===== config.mk =====
export PLATFORM = sky130hd
export DESIGN_NAME = call_fence_node
export DESIGN_NICKNAME = d
export VERILOG_FILES = /design/src/rtl/callfence_pkg.sv /design/src/rtl/cfn_park_fifo.sv /design/src/rtl/cfn_sender.sv /design/src/rtl/cfn_receiver.sv /design/src/rtl/call_fence_node.sv
export SDC_FILE = /design/constraint.sdc
export NUM_CORES = 1
export LEC_CHECK = 0
export BUFFER_PORTS_ARGS = -buffer_cell sky130_fd_sc_hd__buf_2
export CORE_MARGIN = 2
export CORE_UTILIZATION = 45
export CTS_BUF_LIST = sky130_fd_sc_hd__clkbuf_2 sky130_fd_sc_hd__clkbuf_4 sky130_fd_sc_hd__clkbuf_8
export CTS_CLUSTER_DIAMETER = 120
export CTS_CLUSTER_SIZE = 8
export DETAILED_ROUTE_END_ITERATION = 12
export GPL_TIMING_DRIVEN = 0
export PLACE_DENSITY = 0.66
export RECOVER_POWER = 25
export SKIP_LAST_GASP = 1
export SYNTH_ARGS = -nofsm -noshare
export SYNTH_HDL_FRONTEND = slang
export SYNTH_SLANG_ARGS = --single-unit

===== constraint.sdc =====
create_clock -name clk -period 7.5 [get_ports clk]
set_input_delay 1.5 -clock clk [delete_from_list [all_inputs] [get_ports clk]]
set_output_delay 1.5 -clock clk [all_outputs]
set_load 0.05 [all_outputs]

===== src/rtl/callfence_pkg.sv =====
package callfence_pkg;
  typedef enum logic [2:0] {
    REC_NONE    = 3'd0,
    REC_RX_OFF  = 3'd1,
    REC_RX_ON   = 3'd2,
    REC_ACK_OFF = 3'd3,
    REC_ACK_ON  = 3'd4
  } rec_e;

  localparam logic KIND_OFF = 1'b0;
  localparam logic KIND_ON  = 1'b1;
endpackage


===== src/rtl/cfn_park_fifo.sv =====
module cfn_park_fifo #(
  parameter int DW    = 8,
  parameter int DEPTH = 8,
  localparam int PW   = (DEPTH > 1) ? $clog2(DEPTH) : 1
) (
  input  logic          clk,
  input  logic          rst,
  input  logic          push_i,
  input  logic [DW-1:0] wdata_i,
  input  logic          pop_i,
  output logic [DW-1:0] rdata_o,
  output logic          empty_o,
  output logic          full_o
);
  logic [DW-1:0] mem [DEPTH];
  logic [PW-1:0] wr_q, rd_q;
  logic [PW:0]   cnt_q;

  function automatic logic [PW-1:0] bump(input logic [PW-1:0] p);
    return (32'(p) == DEPTH - 1) ? '0 : p + 1'b1;
  endfunction

  always_ff @(posedge clk) begin
    if (push_i && !full_o) mem[wr_q] <= wdata_i;
  end

  always_ff @(posedge clk) begin
    if (rst) begin
      wr_q  <= '0;
      rd_q  <= '0;
      cnt_q <= '0;
    end else begin
      if (push_i && !full_o) wr_q <= bump(wr_q);
      if (pop_i && !empty_o) rd_q <= bump(rd_q);
      case ({push_i && !full_o, pop_i && !empty_o})
        2'b10:   cnt_q <= cnt_q + 1'b1;
        2'b01:   cnt_q <= cnt_q - 1'b1;
        default: cnt_q <= cnt_q;
      endcase
    end
  end

  assign rdata_o = mem[rd_q];
  assign empty_o = (cnt_q == '0);
  assign full_o  = (32'(cnt_q) == DEPTH);

  // the parking queue is never offered a message while full
  p_no_overflow_r10: assert property (@(posedge clk) disable iff (rst)
    !(push_i && full_o));
endmodule


===== src/rtl/cfn_sender.sv =====
module cfn_sender
  import callfence_pkg::*;
#(
  parameter int NCORES  = 4,
  parameter int CORE_ID = 1,
  parameter int CW      = 16,
  parameter int AW      = 16,
  parameter int IDW     = 2
) (
  input  logic           clk,
  input  logic           rst,
  input  logic           call_req_i,
  input  logic           call_kind_i,
  input  logic [AW-1:0]  call_lo_i,
  input  logic [AW-1:0]  call_hi_i,
  input  logic [CW-1:0]  local_cnt_i,
  input  logic           ack_valid_i,
  input  logic [IDW-1:0] ack_src_i,
  input  logic [CW-1:0]  ack_cnt_i,
  input  logic           log_gnt_i,
  output logic           busy_o,
  output logic           bc_valid_o,
  output logic           bc_kind_o,
  output logic [IDW-1:0] bc_src_o,
  output logic [CW-1:0]  bc_cnt_o,
  output logic [AW-1:0]  bc_lo_o,
  output logic [AW-1:0]  bc_hi_o,
  output logic           tx_want_o,
  output logic [2:0]     tx_type_o,
  output logic [IDW-1:0] tx_core_o,
  output logic [CW-1:0]  tx_cnt_o,
  output logic [AW-1:0]  tx_lo_o,
  output logic [AW-1:0]  tx_hi_o
);
  localparam logic [NCORES-1:0] ONE    = NCORES'(1);
  localparam logic [NCORES-1:0] OTHERS = {NCORES{1'b1}} ^ (ONE << CORE_ID);
  localparam logic [IDW-1:0]    SELF   = IDW'(CORE_ID);
  localparam logic [IDW-1:0]    LAST   = IDW'(NCORES - 1);

  typedef enum logic [1:0] {S_IDLE, S_WAIT, S_DUMP} st_e;

  st_e             state_q;
  logic [NCORES-1:0] seen_q;
  logic [IDW-1:0]  idx_q;
  logic            kind_q;
  logic [AW-1:0]   lo_q, hi_q;
  logic [CW-1:0]   ack_mem [NCORES];
  logic            accept, ack_take, advance;

  assign accept   = call_req_i && (state_q == S_IDLE);
  assign ack_take = ack_valid_i && (state_q == S_WAIT) && (ack_src_i != SELF)
                    && (32'(ack_src_i) < NCORES) && !seen_q[ack_src_i];
  assign advance  = (state_q == S_DUMP) && ((idx_q == SELF) || log_gnt_i);

  always_ff @(posedge clk) begin
    if (ack_take) ack_mem[ack_src_i] <= ack_cnt_i;
  end

  always_ff @(posedge clk) begin
    if (rst) begin
      state_q    <= S_IDLE;
      seen_q     <= '0;
      idx_q      <= '0;
      kind_q     <= KIND_OFF;
      lo_q       <= '0;
      hi_q       <= '0;
      bc_valid_o <= 1'b0;
      bc_kind_o  <= KIND_OFF;
      bc_cnt_o   <= '0;
      bc_lo_o    <= '0;
      bc_hi_o    <= '0;
    end else begin
      bc_valid_o <= accept;
      case (state_q)
        S_IDLE: if (accept) begin
          state_q   <= S_WAIT;
          seen_q    <= '0;
          kind_q    <= call_kind_i;
          lo_q      <= call_lo_i;
          hi_q      <= call_hi_i;
          bc_kind_o <= call_kind_i;
          bc_cnt_o  <= local_cnt_i;
          bc_lo_o   <= call_lo_i;
          bc_hi_o   <= call_hi_i;
        end
        S_WAIT: begin
          if (ack_take) seen_q[ack_src_i] <= 1'b1;
          if (seen_q == OTHERS) begin
            state_q <= S_DUMP;
            idx_q   <= '0;
          end
        end
        S_DUMP: if (advance) begin
          if (idx_q == LAST) state_q <= S_IDLE;
          else               idx_q   <= idx_q + 1'b1;
        end
        default: state_q <= S_IDLE;
      endcase
    end
  end

  assign busy_o    = (state_q != S_IDLE);
  assign bc_src_o  = SELF;
  assign tx_want_o = (state_q == S_DUMP) && (idx_q != SELF);
  assign tx_type_o = kind_q ? REC_ACK_ON : REC_ACK_OFF;
  assign tx_core_o = idx_q;
  assign tx_cnt_o  = ack_mem[idx_q];
  assign tx_lo_o   = lo_q;
  assign tx_hi_o   = hi_q;

  // a broadcast is a single-cycle pulse
  p_single_pulse_r2: assert property (@(posedge clk) disable iff (rst)
    bc_valid_o |=> !bc_valid_o);
  // a request offered while busy does not start a broadcast
  p_hold_while_busy_r3: assert property (@(posedge clk) disable iff (rst)
    (busy_o && call_req_i) |=> !bc_valid_o);
  // collected records are written only once every other core answered
  p_dump_after_all_r3: assert property (@(posedge clk) disable iff (rst)
    tx_want_o |-> (seen_q == OTHERS));
endmodule


===== src/rtl/cfn_receiver.sv =====
module cfn_receiver
  import callfence_pkg::*;
#(
  parameter int CORE_ID    = 1,
  parameter int CW         = 16,
  parameter int AW         = 16,
  parameter int IDW        = 2,
  parameter int PARK_DEPTH = 8
) (
  input  logic           clk,
  input  logic           rst,
  input  logic           rx_valid_i,
  input  logic           rx_kind_i,
  input  logic [IDW-1:0] rx_src_i,
  input  logic [CW-1:0]  rx_cnt_i,
  input  logic [AW-1:0]  rx_lo_i,
  input  logic [AW-1:0]  rx_hi_i,
  input  logic           thr_sched_i,
  input  logic           pend_empty_i,
  input  logic [CW-1:0]  local_cnt_i,
  output logic           rec_fire_o,
  output logic [2:0]     rec_type_o,
  output logic [IDW-1:0] rec_core_o,
  output logic [CW-1:0]  rec_cnt_o,
  output logic [AW-1:0]  rec_lo_o,
  output logic [AW-1:0]  rec_hi_o,
  output logic           ack_fire_o,
  output logic [IDW-1:0] ack_dst_o,
  output logic [CW-1:0]  ack_cnt_o,
  output logic           drain_o
);
  localparam int DW = 2 + IDW + CW + 2 * AW;
  localparam logic [IDW-1:0] SELF = IDW'(CORE_ID);

  typedef struct packed {
    logic           acked;
    logic           kind;
    logic [IDW-1:0] src;
    logic [CW-1:0]  cnt;
    logic [AW-1:0]  lo;
    logic [AW-1:0]  hi;
  } park_t;

  park_t   wr_e, hd_e;
  logic    push, pop, empty, full;
  logic [DW-1:0] hd_raw;

  assign push = rx_valid_i && (rx_src_i != SELF);
  assign pop  = !empty && thr_sched_i && pend_empty_i;

  always_comb begin
    wr_e.acked = !thr_sched_i;
    wr_e.kind  = rx_kind_i;
    wr_e.src   = rx_src_i;
    wr_e.cnt   = rx_cnt_i;
    wr_e.lo    = rx_lo_i;
    wr_e.hi    = rx_hi_i;
  end

  cfn_park_fifo #(.DW(DW), .DEPTH(PARK_DEPTH)) park_i (
    .clk     (clk),
    .rst     (rst),
    .push_i  (push),
    .wdata_i (wr_e),
    .pop_i   (pop),
    .rdata_o (hd_raw),
    .empty_o (empty),
    .full_o  (full)
  );

  assign hd_e = park_t'(hd_raw);

  assign rec_fire_o = pop;
  assign rec_type_o = hd_e.kind ? REC_RX_ON : REC_RX_OFF;
  assign rec_core_o = hd_e.src;
  assign rec_cnt_o  = hd_e.cnt;
  assign rec_lo_o   = hd_e.lo;
  assign rec_hi_o   = hd_e.hi;

  // parked arrivals are answered at once; scheduled ones after logging
  assign ack_fire_o = (push && !thr_sched_i) || (pop && !hd_e.acked);
  assign ack_dst_o  = (push && !thr_sched_i) ? rx_src_i : hd_e.src;
  assign ack_cnt_o  = local_cnt_i;
  assign drain_o    = thr_sched_i && !empty && !pend_empty_i;
endmodule


===== src/rtl/call_fence_node.sv =====
module call_fence_node
  import callfence_pkg::*;
#(
  parameter int NCORES     = 4,
  parameter int CORE_ID    = 1,
  parameter int CW         = 16,
  parameter int AW         = 16,
  parameter int PARK_DEPTH = 8,
  localparam int IDW       = (NCORES > 1) ? $clog2(NCORES) : 1
) (
  input  logic           clk,
  input  logic           rst,
  input  logic           call_req_i,
  input  logic           call_kind_i,
  input  logic [AW-1:0]  call_lo_i,
  input  logic [AW-1:0]  call_hi_i,
  input  logic [CW-1:0]  local_cnt_i,
  output logic           busy_o,
  output logic           bc_valid_o,
  output logic           bc_kind_o,
  output logic [IDW-1:0] bc_src_o,
  output logic [CW-1:0]  bc_cnt_o,
  output logic [AW-1:0]  bc_lo_o,
  output logic [AW-1:0]  bc_hi_o,
  input  logic           rx_valid_i,
  input  logic           rx_kind_i,
  input  logic [IDW-1:0] rx_src_i,
  input  logic [CW-1:0]  rx_cnt_i,
  input  logic [AW-1:0]  rx_lo_i,
  input  logic [AW-1:0]  rx_hi_i,
  input  logic           thr_sched_i,
  input  logic           pend_empty_i,
  output logic           drain_req_o,
  output logic           ack_valid_o,
  output logic [IDW-1:0] ack_dst_o,
  output logic [CW-1:0]  ack_cnt_o,
  input  logic           ack_valid_i,
  input  logic [IDW-1:0] ack_src_i,
  input  logic [CW-1:0]  ack_cnt_i,
  output logic           log_valid_o,
  output logic [2:0]     log_type_o,
  output logic [IDW-1:0] log_core_o,
  output logic [CW-1:0]  log_cnt_o,
  output logic [AW-1:0]  log_lo_o,
  output logic [AW-1:0]  log_hi_o
);
  logic           tx_want, rx_fire, ack_fire, drain;
  logic [2:0]     tx_type, rx_type;
  logic [IDW-1:0] tx_core, rx_core, ack_dst;
  logic [CW-1:0]  tx_cnt, rx_cnt, ack_cnt;
  logic [AW-1:0]  tx_lo, tx_hi, rx_lo, rx_hi;

  cfn_sender #(.NCORES(NCORES), .CORE_ID(CORE_ID), .CW(CW), .AW(AW), .IDW(IDW)) snd_i (
    .clk (clk), .rst (rst),
    .call_req_i (call_req_i), .call_kind_i (call_kind_i),
    .call_lo_i (call_lo_i), .call_hi_i (call_hi_i), .local_cnt_i (local_cnt_i),
    .ack_valid_i (ack_valid_i), .ack_src_i (ack_src_i), .ack_cnt_i (ack_cnt_i),
    .log_gnt_i (!rx_fire), .busy_o (busy_o),
    .bc_valid_o (bc_valid_o), .bc_kind_o (bc_kind_o), .bc_src_o (bc_src_o),
    .bc_cnt_o (bc_cnt_o), .bc_lo_o (bc_lo_o), .bc_hi_o (bc_hi_o),
    .tx_want_o (tx_want), .tx_type_o (tx_type), .tx_core_o (tx_core),
    .tx_cnt_o (tx_cnt), .tx_lo_o (tx_lo), .tx_hi_o (tx_hi)
  );

  cfn_receiver #(.CORE_ID(CORE_ID), .CW(CW), .AW(AW), .IDW(IDW),
                 .PARK_DEPTH(PARK_DEPTH)) rcv_i (
    .clk (clk), .rst (rst),
    .rx_valid_i (rx_valid_i), .rx_kind_i (rx_kind_i), .rx_src_i (rx_src_i),
    .rx_cnt_i (rx_cnt_i), .rx_lo_i (rx_lo_i), .rx_hi_i (rx_hi_i),
    .thr_sched_i (thr_sched_i), .pend_empty_i (pend_empty_i),
    .local_cnt_i (local_cnt_i),
    .rec_fire_o (rx_fire), .rec_type_o (rx_type), .rec_core_o (rx_core),
    .rec_cnt_o (rx_cnt), .rec_lo_o (rx_lo), .rec_hi_o (rx_hi),
    .ack_fire_o (ack_fire), .ack_dst_o (ack_dst), .ack_cnt_o (ack_cnt),
    .drain_o (drain)
  );

  // shared log port: received records first
  always_ff @(posedge clk) begin
    if (rst) begin
      log_valid_o <= 1'b0;
      log_type_o  <= REC_NONE;
      log_core_o  <= '0;
      log_cnt_o   <= '0;
      log_lo_o    <= '0;
      log_hi_o    <= '0;
      ack_valid_o <= 1'b0;
      ack_dst_o   <= '0;
      ack_cnt_o   <= '0;
      drain_req_o <= 1'b0;
    end else begin
      log_valid_o <= rx_fire || tx_want;
      if (rx_fire) begin
        log_type_o <= rx_type;
        log_core_o <= rx_core;
        log_cnt_o  <= rx_cnt;
        log_lo_o   <= rx_lo;
        log_hi_o   <= rx_hi;
      end else if (tx_want) begin
        log_type_o <= tx_type;
        log_core_o <= tx_core;
        log_cnt_o  <= tx_cnt;
        log_lo_o   <= tx_lo;
        log_hi_o   <= tx_hi;
      end
      ack_valid_o <= ack_fire;
      ack_dst_o   <= ack_dst;
      ack_cnt_o   <= ack_cnt;
      drain_req_o <= drain;
    end
  end

  // a received record only follows a cycle with the thread running and no pending entries
  p_rx_log_gated_r6: assert property (@(posedge clk) disable iff (rst)
    (log_valid_o && (log_type_o == REC_RX_OFF || log_type_o == REC_RX_ON))
      |-> ($past(thr_sched_i) && $past(pend_empty_i)));
  // the unit never acknowledges itself
  p_no_self_ack_r8: assert property (@(posedge clk) disable iff (rst)
    ack_valid_o |-> (ack_dst_o != IDW'(CORE_ID)));
  // outputs quiet in the cycle after reset
  p_reset_quiet_r1: assert property (@(posedge clk)
    $past(rst) |-> (!log_valid_o && !ack_valid_o && !bc_valid_o));
endmodule


# Word-level counts from Yosys, hierarchy flattened

Memory sizes are Yosys's and may differ from the RTL's. A register that Yosys moved wholly into a read port is not among the register bits.
Cells that the tools add are included.

Register bits after elaboration: 142
Memory bits (writable): 480
Input bits: 125
Output and inout port bits: 127
Word-level logic and storage cells: 126
Memories: 2

Memories:

| memory           | words | bits a word | read ports | clocked after Yosys merged registers in | write ports | RTL line            | RTL |
|---|---|---|---|---|---|---|---|
| rcv_i.park_i.mem | 8     | 52          | 1          | 1                                       | 1           | cfn_park_fifo.sv:15 | `logic [DW-1:0] mem [DEPTH];` |
| snd_i.ack_mem    | 4     | 16          | 1          | 1                                       | 1           | cfn_sender.sv:47    | `logic [CW-1:0] ack_mem [NCORES];` |

$add $sub $neg: 5
Order comparisons: 2
Equality and inequality tests: 19
Mux-type cells: 40
Bitwise logic cells: 1
Reduce and logical (&&, ||, !) cells: 36

Operators by type and width:

| cell                                                | number |
|---|---|
| 2-to-1 mux 16 bit                                   | 6 |
| 2-to-1 mux 2 bit                                    | 13 |
| 2-to-1 mux 3 bit                                    | 7 |
| case mux 4 bit (2 select lines)                     | 2 |
| logical AND 1 bit                                   | 15 |
| != test 2 x 1 -> 1 bit, second input constant       | 6 |
| nonzero test 2 bit                                  | 5 |
| equality test 4 bit, second input constant          | 2 |
| 2-to-1 mux 4 bit                                    | 2 |
| AND reduction 4 bit                                 | 2 |
| logical NOT 1 bit                                   | 7 |
| adder 3 x 1 -> 3 bit, second input constant         | 2 |
| equality test 2 x 1 -> 1 bit, second input constant | 3 |
| equality test 2 bit, second input constant          | 3 |
| equality test 3 bit, second input constant          | 2 |
| 2-to-1 mux 1 bit                                    | 6 |
| != test 2 bit, second input constant                | 3 |
| case mux 2 bit (3 select lines)                     | 1 |
| adder 4 x 1 -> 4 bit, second input constant         | 1 |
| logical NOT 4 bit                                   | 1 |
| bitwise OR 4 bit                                    | 1 |
| case mux 2 bit (2 select lines)                     | 1 |
| subtractor 4 x 1 -> 4 bit, second input constant    | 1 |
| logical OR 1 bit                                    | 3 |
| other kinds (8)                                     | 8 |

# Logic depth before layout (Yosys ltp)

Word-level depth: 11
Depth in mapped cells: 12
Mapped depth without buffers: 10

# Modules after synthesis

From an unflattened synthesis, not the netlist that was laid out.

Cell total of the unflattened synthesis: 1321
Area total of the unflattened synthesis: 24454.7 um^2

By module, submodules not included:

| module          | instances | cells each | area an instance (um^2) | seq. area each (um^2) |
|---|---|---|---|---|
| cfn_park_fifo   | 1         | 682        | 16348.2                 | 12752.2 |
| cfn_sender      | 1         | 329        | 4835.9                  | 3123.0 |
| call_fence_node | 1         | 281        | 3042.9                  | 1481.4 |
| cfn_receiver    | 1         | 29         | 227.7                   | 0.0 |

# Worst setup path before layout

Ideal clock, no wire load.

Path type: input port to flip-flop
Start point: in rx_src_i[1]
End point: mem rcv_i.park_i.mem[0][0] in the netlist's numbering (enable)
Library setup time: 591 ps
Data arrival time: 6804 ps
Required time: 6909 ps
Setup slack: 105 ps
Cell stages on the path: 3
Path buffers: 0
Cells stage by stage: nand2b_1 nand3_2 nor4_1

Longest elaborated chain between the ends: 5

Ends and longest elaborated chain:

| what                                   | RTL line              | RTL |
|---|---|---|
| start: declaration                     | call_fence_node.sv:27 | `input logic [IDW-1:0] rx_src_i,` |
| != test 2 x 1 -> 1 bit                 | cfn_receiver.sv:48    | `assign push = rx_valid_i && (rx_src_i != SELF);` |
| logical AND 1 bit                      | cfn_receiver.sv:48    |  |
| logical AND 1 bit                      | cfn_park_fifo.sv:24   | `if (push_i && !full_o) mem[wr_q] <= wdata_i;` |
| 2-to-1 mux 1 bit                       | cfn_park_fifo.sv:24   |  |
| 2-to-1 mux 1 bit (implied by the code) | cfn_park_fifo.sv:24   |  |
| end: declaration                       | cfn_park_fifo.sv:15   |  |

Every way passes these cells.

# Worst setup path in the final report

Start point: in rx_src_i[1]
End point: mem rcv_i.park_i.mem[2][43] in the netlist's numbering (enable)

The elaborated chain is that of the path after synthesis.

==> impl_metrics.json <==
{
  "outcome": "finished, final reports clean",
  "synth_ff_type": "edfxtp_1",
  "grt_overflow": 0,
  "die_w_um": 232,
  "initialDrtViolationCount": 1212,
  "grt_pass1_wl_um": 87400,
  "synthArstFlopShare_pct": 0,
  "ctsHoldBuffers": 0,
  "drc_errors": 0,
  "p_per_area_nw_per_um2": 267,
  "grt_use_met2_pct": 35.1,
  "reg2reg_from": "rcv_i.park_i.cnt_q[1]$_SDFFE_PP0P_",
  "fmax_ghz": 0.311,
  "synth_top_area_share_pct": 61.8,
  "synth_seq_cells": 627,
  "vias": 13714,
  "layout-drive-gt1-share_pct": 32.8,
  "path_class": "in2reg",
  "clockBufferDepth": 3,
  "hold_viol": 0,
  "fp.dieArea_um2": 53700,
  "reg2reg_to": "rcv_i.park_i.cnt_q[2]$_SDFFE_PP0P_",
  "synth_cell_types": 47,
  "cts_setup_buffers": 0,
  "coreArea_um2": 51300,
  "slew_viol_final": 0,
  "placed_area_um2": 26100,
  "cts.clk_slew.worst_paths_ns": 0.08,
  "syn_area_um2": 23300,
  "fill_cells": 4152,
  "gp_congestion": 0.869,
  "slowest_stage": "nor3_2",
  "nNetsFinal": 1876,
  "ff2ff_path_depth": 10,
  "ctsRootBufferMaster": "clkbuf_8",
  "use_met3_pct": 6.43,
  "synth_edf_count": 480,
  "cp-start-kind": "primary input",
  "worst_pin_slew_ns": 0.973,
  "grt_use_total_pct": 22.4,
  "num_rows": 83,
  "dp_hpwl_um": 41800,
  "ant_nets": 0,
  "drt_wl_total_um": 59500,
  "grt_pass1_vias": 13931,
  "skew_ns": 0.0450,
  "crit_top_cell": "buf_6",
  "post-route-min-period_ns": 3.22,
  "rrSetupSlack_ns": 4.75,
  "rsz0062_at_grt": "false",
  "worstPathCellList": "buf_2 -> nand2b_1 -> nand3_2 -> nor3_2 -> buf_6 -> buf_6 -> buf_6 -> buf_6",
  "min_path_type": "reg2reg",
  "grt_antenna_before_repair": 9,
  "clock_sinks": 627,
  "setup_violations": 0,
  "synth.avg_cell_area_um2": 17.4,
  "ios": 252,
  "dr.pass1.iters": 5,
  "ys_warn_count": 0,
  "fin_util_pct": 54.3,
  "drv_cap": 0,
  "synthCells": 1343,
  "hold_start": "rcv_i.park_i.rd_q[0]$_SDFFE_PP0N_",
  "port_buffers": 248,
  "worst-path-max-fanout": 10,
  "wl_per_cell_um": 23.8,
  "synth_top_area_cell": "edfxtp_1",
  "top_usage_layer": "met2",
  "fin_area_um2": 27800,
  "p_leak_nw": 9.54,
  "fin_ws_ns": 4.28,
  "crit_required_ns": 7.87,
  "ctsResizeCount": 0,
  "crit_arrival_ns": 3.58,
  "cts_tree": "done",
  "p_total_mw": 7.44,
  "ir_drop_v": 0.000148,
  "area_growth_pct": 19.3,
  "start_util_pct": 45.5,
  "hold_depth": 2,
  "grt_max_degree": 23,
  "end_kind": "flip-flop",
  "h-tree-depth": 3,
  "clock_latency_ns": 0.69,
  "yosysSeqAreaShare_pct": 74.4,
  "critPathMaxStageDelay_ns": 0.63,
  "fp.dieH_um": 232,
  "fin_crit_sh_pct": 42.9,
  "cts_buffers": 88,
  "pre_cts_slack_ns": 3.59,
  "maxSlewHeadroom_pct": 35.1,
  "grtUsageMet1_pct": 29.6,
  "ys_top_cells_by_area": "edfxtp_1 62%, dfxtp_1 13%, mux4_2 12%",
  "viasPerCell": 5.49
}
## cells by family after synthesis
logic type / count (synthesis) / share of synthesized area (%)
buf+inv: 94 / 2.07
fa+ha+maj: 9 / 0.483
flops: 627 / 74.4
simple gates: 305 / 5.78
compound gates: 174 / 5.16
other cells: 2 / 0.0322
mux: 129 / 12.0
xor+xnor: 3 / 0.113
## cells in the mapped netlist, drive strengths merged (2+ instances only)
library cell    n
conb            2
nor3            7
nor4            3
nor2           19
mux2            3
o41ai           3
nor2b          33
a21oi          61
nand4b          2
mux4          120
a211oi         19
o22ai          33
edfxtp        480
xor2            3
or4b            2
buf            47
ha              9
or3             3
mux2i           6
and2            2
nor3b           4
o21ai           2
dfxtp         147
nand3           6
a311oi         49
nand2b          6
clkbuf         40
o21a            2
nand2         215
inv             7
## power breakdown
part	total, mW	internal [mW]	switching, mW
combinational	0.816	0.256	0.560
sequential	3.92	3.86	0.0585
clock	2.70	1.44	1.26
## worst max-delay path by stage
| stage | from | end | slack (ns) | cells after the start |
|---|---|---|---|---|
| 3_3_place_gp | rx_src_i[1] | rcv_i.park_i.mem[0][40]$_DFFE_PP_ | -5.40 | 4 |
| 2_1_floorplan | rx_src_i[1] | rcv_i.park_i.mem[0][0]$_DFFE_PP_ | 0.10 | 3 |
| 4_1_cts | rx_src_i[1] | rcv_i.park_i.mem[2][46]$_DFFE_PP_ | 4.31 | 8 |
| 6_report | rx_src_i[1] | rcv_i.park_i.mem[2][43]$_DFFE_PP_ | 4.28 | 8 |
| 5_1_grt | rx_src_i[1] | rcv_i.park_i.mem[2][44]$_DFFE_PP_ | 4.18 | 8 |
| 3_5_place_dp | rx_src_i[1] | rcv_i.park_i.mem[2][40]$_DFFE_PP_ | 3.59 | 8 |
## critical path: cells and delay by family
family,cells,cell delay [ns]
buf+inv,5,0.97
simple gates,3,1.09
## through the flow
stage	hold slack [ns]	TNS, ns	cells
after floorplan	0.446	0	1359
after global placement	0.439	-813.63	2287
after detailed placement	0.448	0	2332
after CTS	0.457	0	2495
after global routing	0.478	0	2498
final	0.454	0	2498
## routing by layer
metal	wire, µm	share of wire [%]	up-vias
met3	5430	9.1	117
met2	28000	47	585
met1	24300	41	6941
met4	1690	2.8	12
li1	-	-	6059
met5	66	0.11	-
## cells in the final DEF, fill, tap and decap left out, drive strengths merged, types with 4 or more instances in the layout
cell,count
mux2i,6
buf,287
nand3,6
nor2,19
nor3,7
edfxtp,480
conb,18
nand2,215
nand2b,6
o22ai,33
clkinvlp,4
a21oi,61
a311oi,49
a211oi,19
nor2b,33
dfxtp,147
ha,9
mux4,120
clkbuf,249
inv,10
nor3b,4
## area by class of cell
cell class	count	area [µm²]	share of cell area (%)
sequential	627	17400	62.3
clock inverter	7	58.8	0.211
multi-input combinational	638	5620	20.2
inverter	7	26.3	0.0944
clock buffer	156	1730	6.21
timing repair buffer	293	1730	6.23
tap	680	851	3.06
antenna	3	7.51	0.0270
buffer	87	458	1.64
## sequential cells by signal, summed over array words and instances, names as in the netlist, 2 cells and up, named ones only
signal and cells:
snd_i.bc_cnt_o 16, snd_i.ack_mem 64, log_cnt_o 16, rcv_i.park_i.mem 416, ack_cnt_o 16, ack_dst_o 2
log_core_o 2, snd_i.tx_core_o 2, snd_i.seen_q 4, log_lo_o 16, log_hi_o 16, log_type_o 3
snd_i.state_q 2, rcv_i.park_i.cnt_q 4, rcv_i.park_i.wr_q 3, snd_i.bc_lo_o 16, snd_i.bc_hi_o 16, rcv_i.park_i.rd_q 3
Power figures use the tool's default switching activity.
